<file path="src/rtl/prefix_or_pkg.sv">
package prefix_or_pkg;

  // True when n is a power of two no smaller than 2
  function automatic bit is_pow2(input int n);
    return (n >= 2) && ((n & (n - 1)) == 0);
  endfunction

  // The associative operator carried by the prefix network
  function automatic logic combine(input logic lhs, input logic rhs);
    return lhs | rhs;
  endfunction

endpackage

</file>
<file path="src/rtl/prefix_or_cell.sv">
module prefix_or_cell (
  input  logic a,
  input  logic b,
  output logic y
);
  assign y = prefix_or_pkg::combine(a, b);
endmodule

</file>
<file path="src/rtl/prefix_or_net.sv">
// Recursive prefix network. Index 0 is the first position.
// y[i] = x[0] op x[1] op ... op x[i]
module prefix_or_net #(
  parameter int W = 16
) (
  input  logic [W-1:0] x,
  output logic [W-1:0] y
);
  localparam int HALF = W / 2;

  generate
    if (W == 1) begin : g_leaf
      assign y = x;
    end else begin : g_split
      logic [HALF-1:0] pair;
      logic [HALF-1:0] sub;

      // combine neighbouring pairs; half-size prefix gives odd positions
      for (genvar j = 0; j < HALF; j++) begin : g_pair
        prefix_or_cell u_pair (
          .a (x[2*j]),
          .b (x[2*j+1]),
          .y (pair[j])
        );
        assign y[2*j+1] = sub[j];
      end

      prefix_or_net #(.W(HALF)) u_half (
        .x (pair),
        .y (sub)
      );

      assign y[0] = x[0];

      // remaining positions: left neighbour's prefix with own bit
      for (genvar j = 1; j < HALF; j++) begin : g_fill
        prefix_or_cell u_fill (
          .a (sub[j-1]),
          .b (x[2*j]),
          .y (y[2*j])
        );
      end
    end
  endgenerate
endmodule

</file>
<file path="src/rtl/prefix_or_encoder.sv">
module prefix_or_encoder #(
  parameter int W       = 16,
  parameter bit REG_OUT = 1'b1
) (
  input  logic         clk,
  input  logic         rst,
  input  logic [W-1:0] in_vec,
  output logic [W-1:0] out_vec
);
  localparam bit W_OK = prefix_or_pkg::is_pow2(W);

  logic [W-1:0] pos_in;
  logic [W-1:0] pos_out;
  logic [W-1:0] therm;

  // port bit W-1 is position 0 of the network
  for (genvar p = 0; p < W; p++) begin : g_order
    assign pos_in[p]      = in_vec[W-1-p];
    assign therm[W-1-p]   = pos_out[p];
  end

  prefix_or_net #(.W(W)) u_net (
    .x (pos_in),
    .y (pos_out)
  );

  initial begin
    assert (W_OK) else $error("prefix_or_encoder: W must be a power of two >= 2");
  end

  generate
    if (REG_OUT) begin : g_reg
      logic [W-1:0] q;
      logic         past_ok = 1'b0;

      always_ff @(posedge clk) begin
        if (rst) q <= '0;
        else     q <= therm;
        past_ok <= !rst;
      end

      assign out_vec = q;

      // reset clears the output on the next edge
      p_reset_clear_r7: assert property (@(posedge clk)
        rst |=> (out_vec == '0));

      // output is always a thermometer word
      p_thermo_shape_r2: assert property (@(posedge clk) disable iff (rst)
        (((out_vec + 1'b1) & out_vec) == '0));

      // first position copied through
      p_msb_follow_r3: assert property (@(posedge clk) disable iff (rst || !past_ok)
        out_vec[W-1] == $past(in_vec[W-1]));

      // last position is the OR of the whole word
      p_lsb_any_r5: assert property (@(posedge clk) disable iff (rst || !past_ok)
        out_vec[0] == $past(|in_vec));

      // zero input gives zero output
      p_zero_in_r4: assert property (@(posedge clk) disable iff (rst || !past_ok)
        ($past(in_vec) == '0) |-> (out_vec == '0));
    end else begin : g_comb
      assign out_vec = therm;
    end
  endgenerate
endmodule

</file>
<file path="config.mk">
export PLATFORM = sky130hd
export DESIGN_NAME = prefix_or_encoder
export DESIGN_NICKNAME = d
export VERILOG_FILES = /design/src/rtl/prefix_or_pkg.sv /design/src/rtl/prefix_or_cell.sv /design/src/rtl/prefix_or_net.sv /design/src/rtl/prefix_or_encoder.sv
export SDC_FILE = /design/constraint.sdc
export NUM_CORES = 1
export LEC_CHECK = 0
export ABC_AREA = 1
export CORE_UTILIZATION = 25
export CTS_CLUSTER_SIZE = 28
export DETAILED_ROUTE_END_ITERATION = 7
export GPL_TIMING_DRIVEN = 0
export PLACE_DENSITY = 0.57
export SYNTH_ARGS = -nofsm -noshare
export SYNTH_HDL_FRONTEND = slang
export SYNTH_SLANG_ARGS = --single-unit
</file>
<file path="constraint.sdc">
create_clock -name clk -period 0.9 [get_ports clk]
set_input_delay 0.09 -clock clk [delete_from_list [all_inputs] [get_ports clk]]
set_output_delay 0.09 -clock clk [all_outputs]
set_load 0.02 [all_outputs]
</file>
[Word-level counts from Yosys, hierarchy flattened]
Index checks and enable logic that the tools add are counted.
Word-level totals
  register bits after elaboration: 16
  word-level logic and storage cells: 27
Cells by class
  bitwise gates (word level): 26
Operator list (count)
  $or 1x1->1: 26

[Depth between registers and ports, before layout]
  word-level depth: 6
  gate-level depth with buffers: 6
  gate-level depth less buffers: 6

[By module]
A second synthesis with hierarchy kept.
Unflattened totals
  cells, all modules: 134
  area, all modules: 812.0 um2
By module, submodules not included
  prefix_or_encoder: area an instance 474.2 um2, cells each 50, times used 1
  prefix_or_cell: area an instance 11.3 um2, cells each 3, times used 26
  prefix_or_net at u_net ...: area an instance 7.5 um2, cells each 1, times used 4
  prefix_or_net at u_net.g_split.u_half.g_split.u_half.g_split.u_half: area an instance 15.0 um2, cells each 2, times used 1

[Least setup slack after synthesis]
OpenSTA, ideal clock, no wires.
  path kind: input-to-reg
  start point: input port in_vec[10]
  end point: register g_reg.q[0], in the netlist out_vec[0]
  arrival: 0.649 ns
  setup time: 0.116 ns
  path slack: 0.135 ns
  path buffers: 0
  stages: 6
  cell sequence: nor2_1 nand2_1 nor2_8 nand3_2 nand2_2 nand2_1
On the way
  cells in the longest elaborated chain, start to end: 4
RTL lines
  start, declared: line prefix_or_encoder.sv:7  | input logic [W-1:0] in_vec,
  $or 1x1->1 (4 in series): line prefix_or_pkg.sv:10  | return lhs | rhs;
  end signal, assigned: line prefix_or_encoder.sv:38  | else q <= therm;
  end, declared: line prefix_or_encoder.sv:33  | logic [W-1:0] q;
No other way between the ends.
A chain may end at the register's enable or synchronous reset.

[Final worst setup path]
  start point: input port in_vec[8]
  end point: register g_reg.q[1], in the netlist out_vec[1]
On the way
  cells in the longest elaborated chain, start to end: 6
RTL lines (line)
  $or 1x1->1 (6 in series): prefix_or_pkg.sv:10
No other way between the ends.

==> impl_metrics.toml <==
[detailed_routing]
drtIter0Drc = 1
wl_per_cell_um = 9.13
met3_wirelength_um = 108
routed.top_layer = "met4"
num_vias = 517
drcViolationCount = 0
vias_per_cell = 4.04
drtPass1Iterations = 2
final_antenna_net_count = 0
met2WireLength_um = 548
routed_wl_um = 1170
met1Wirelength_um = 495

[critical_path]
cp-start-kind = "primary input"
critPathLaunch = "in_vec[8]"
required_ps = 1080
crit_fanout = 4
worst_ep_arrival_time_ps = 1040
worstSetupPathType = "primary input to register"
cp-end-kind = "register"

[yosys]
yosys-top-cells-area = "dfxtp_1 (59%), nand2_1 (7.6%), nor2_1 (7.6%)"
synth_ff_type = "dfxtp_1"
syn_nets = 77
synth_fa_ha_area_frac = 0
yosys.area_share.simple = 0.301
synth.yosys.seq_area_share = 0.589
synth_compound_area_frac = 0.0667
avgSynthCellArea_um2 = 9.22
ys_types = 16
synthArstFlopShare = 0
synth.mux.area_fraction = 0
yosysMostFrequentCell = "dfxtp_1"
synth_edf_count = 0
syn_area_um2 = 544
synth_xor_area_frac = 0
synth-seq-cells = 16
synth_top_family_by_area = "simple AND/OR/NAND/NOR gates"
synth_top_cell_area_share = 0.589
syn_inst = 59
synth_largest_area_cell = "dfxtp_1"
synthTopCellsByCount = "dfxtp_1 (16), nand2_1 (11), nor2_1 (11), inv_1 (5), a21oi_1 (3)"
synth_warnings = 0

[place]
dpl.hpwl_um = 845
portBuffers = 33
gp_congestion = 0.641

[sta]
fin_crit_ps = 854
setup_viol = 0
hold_viol_final = 0
rsz0062_at_grt = "false"
final-max-slew-violation-count = 0
slew_headroom = 0.850
max_freq_ghz = 1.17
timing.final.crit_share = 0.949
worst_pin_slew_ps = 225
whs_ps = 178

[global_route]
grt_overflow = 0
grt_usage = 0.120
grt_max_degree = 11
grt_pass1_vias = 519
antenna_found_initial = 0
grt_pass1_wl_um = 2180

[worst_hold_path]
hold_path_depth = 3
min-delay-start = "in_vec[9]"
hold_end = "out_vec[9]"
hold_class = "primary input to register"

[floorplanning]
core_mm2 = 0.00200
die_h_um = 48.7
ioPinCount = 34
rows = 16
die_x_um = 48.7
initial_utilization = 0.272
dieArea_mm2 = 0.00237

[layout]
nFillCells = 216
largest_register_ffs = 16
layout-drive-gt1-share = 0.386
area_growth_pct = 69.9
nNetsFinal = 120
final_core_utilization = 0.462
diodes = 0

[power]
peakVddDrop_v = 0.000634
p_per_area_mw_per_mm2 = 1610
fin_total_pwr_mw = 1.48
total_leakage_power_nw = 0.475

[run_status]
outcome = "complete, no violations"

[clock_tree]
cts_hold_buf = 0
clockBufferDepth = 2
htree_levels = 1
clk_pin_slew_worst_paths_ps = 90
clockRootBuffer = "clkbuf_4"
numClockSinks = 16
cts_tree = "done"
cts_buffers = 3

[flow_run]
maxCapViolCount = 0
[logic make-up after synthesis]
group / count (synthesis)
DFF: 16
buffers and inverters: 6
and+or+nand+nor: 30
AOI/OAI and AO/OA: 7
[metal layers]
layer | GRT usage | vias up
li1 | - | 268
met1 | 0.145 | 221
met2 | 0.192 | 26
met3 | 0.0346 | 2
met4 | 0.0588 | 0
met5 | 0 | -
[report_power, final]
| part | leakage [nW] | internal (mW) | switching [mW] | total [mW] |
|---|---|---|---|---|
| clock | 0.0210 | 0.246 | 0.218 | 0.464 |
| sequential | 0.135 | 0.751 | 0.00834 | 0.759 |
| combinational | 0.320 | 0.121 | 0.141 | 0.262 |
| total | 0.475 | 1.12 | 0.368 | 1.48 |
[repair_timing]
| action | CTS | global route |
|---|---|---|
| hold endpoints to repair | 0 | 0 |
| pin swaps | 9 | 6 |
| resized for setup | 73 | 8 |
| endpoints found under the setup margin | 20 | 9 |
| buffers inserted | 5 | 0 |
[through the flow]
stage / area, um^2 / cells / worst slack (ps) / TNS, ps
2_1_floorplan: 544 / 59 / 135 / 0
3_3_place_gp: 908 / 119 / -406 / -4850
3_5_place_dp: 908 / 119 / -425 / -5000
4_1_cts: 902 / 128 / 12.3 / 0
5_1_grt: 925 / 128 / 1.26 / 0
6_report: 925 / 128 / 45.9 / 0
[critical path: stages]
cell and delay, ps:
clkdlybuf4s50_1 410, nor2_2 120, nand2_2 90, nor2_8 110, nand3_2 80, nand2_2 80
nand2_1 50
[worst max-delay path by stage]
| stage | to | cells past startpoint |
|---|---|---|
| 2_1_floorplan | out_vec[0] | 6 |
| 3_3_place_gp | out_vec[0] | 7 |
| 3_5_place_dp | out_vec[1] | 7 |
| 4_1_cts | out_vec[1] | 7 |
| 5_1_grt | out_vec[2] | 1 |
| 6_report | out_vec[1] | 7 |
[layout by cell type (no fill, tap or decap)]
master | netlist | routed
nor2_2 | 1 | 3
dlygate4sd2_1 | 0 | 6
nand2_1 | 11 | 8
nor2_4 | 2 | 3
a31oi_1 | 1 | 1
o21ai_0 | 2 | 2
nand3_1 | 1 | 1
nand3_2 | 1 | 1
nand2_2 | 1 | 4
nor2_1 | 11 | 8
clkbuf_8 | 0 | 1
a21oi_1 | 3 | 3
o21ai_1 | 1 | 1
buf_4 | 0 | 7
nand2_4 | 1 | 1
clkdlybuf4s50_1 | 0 | 9
clkbuf_4 | 0 | 3
dfxtp_1 | 16 | 16
inv_1 | 5 | 5
nor2_8 | 1 | 1
dlymetal6s2s_1 | 0 | 2
buf_2 | 1 | 15
[cell type report]
| class | count | area [um^2] | area share |
|---|---|---|---|
| timing repair buffer | 38 | 290 | 0.314 |
| inverter | 5 | 18.8 | 0.0203 |
| clock buffer | 4 | 36.3 | 0.0392 |
| tap | 27 | 33.8 | 0.0365 |
| buffer | 1 | 5.00 | 0.00541 |
| sequential | 16 | 320 | 0.346 |
| multi-input combinational | 37 | 220 | 0.238 |
No activity file was read; power rests on OpenSTA's default activity.
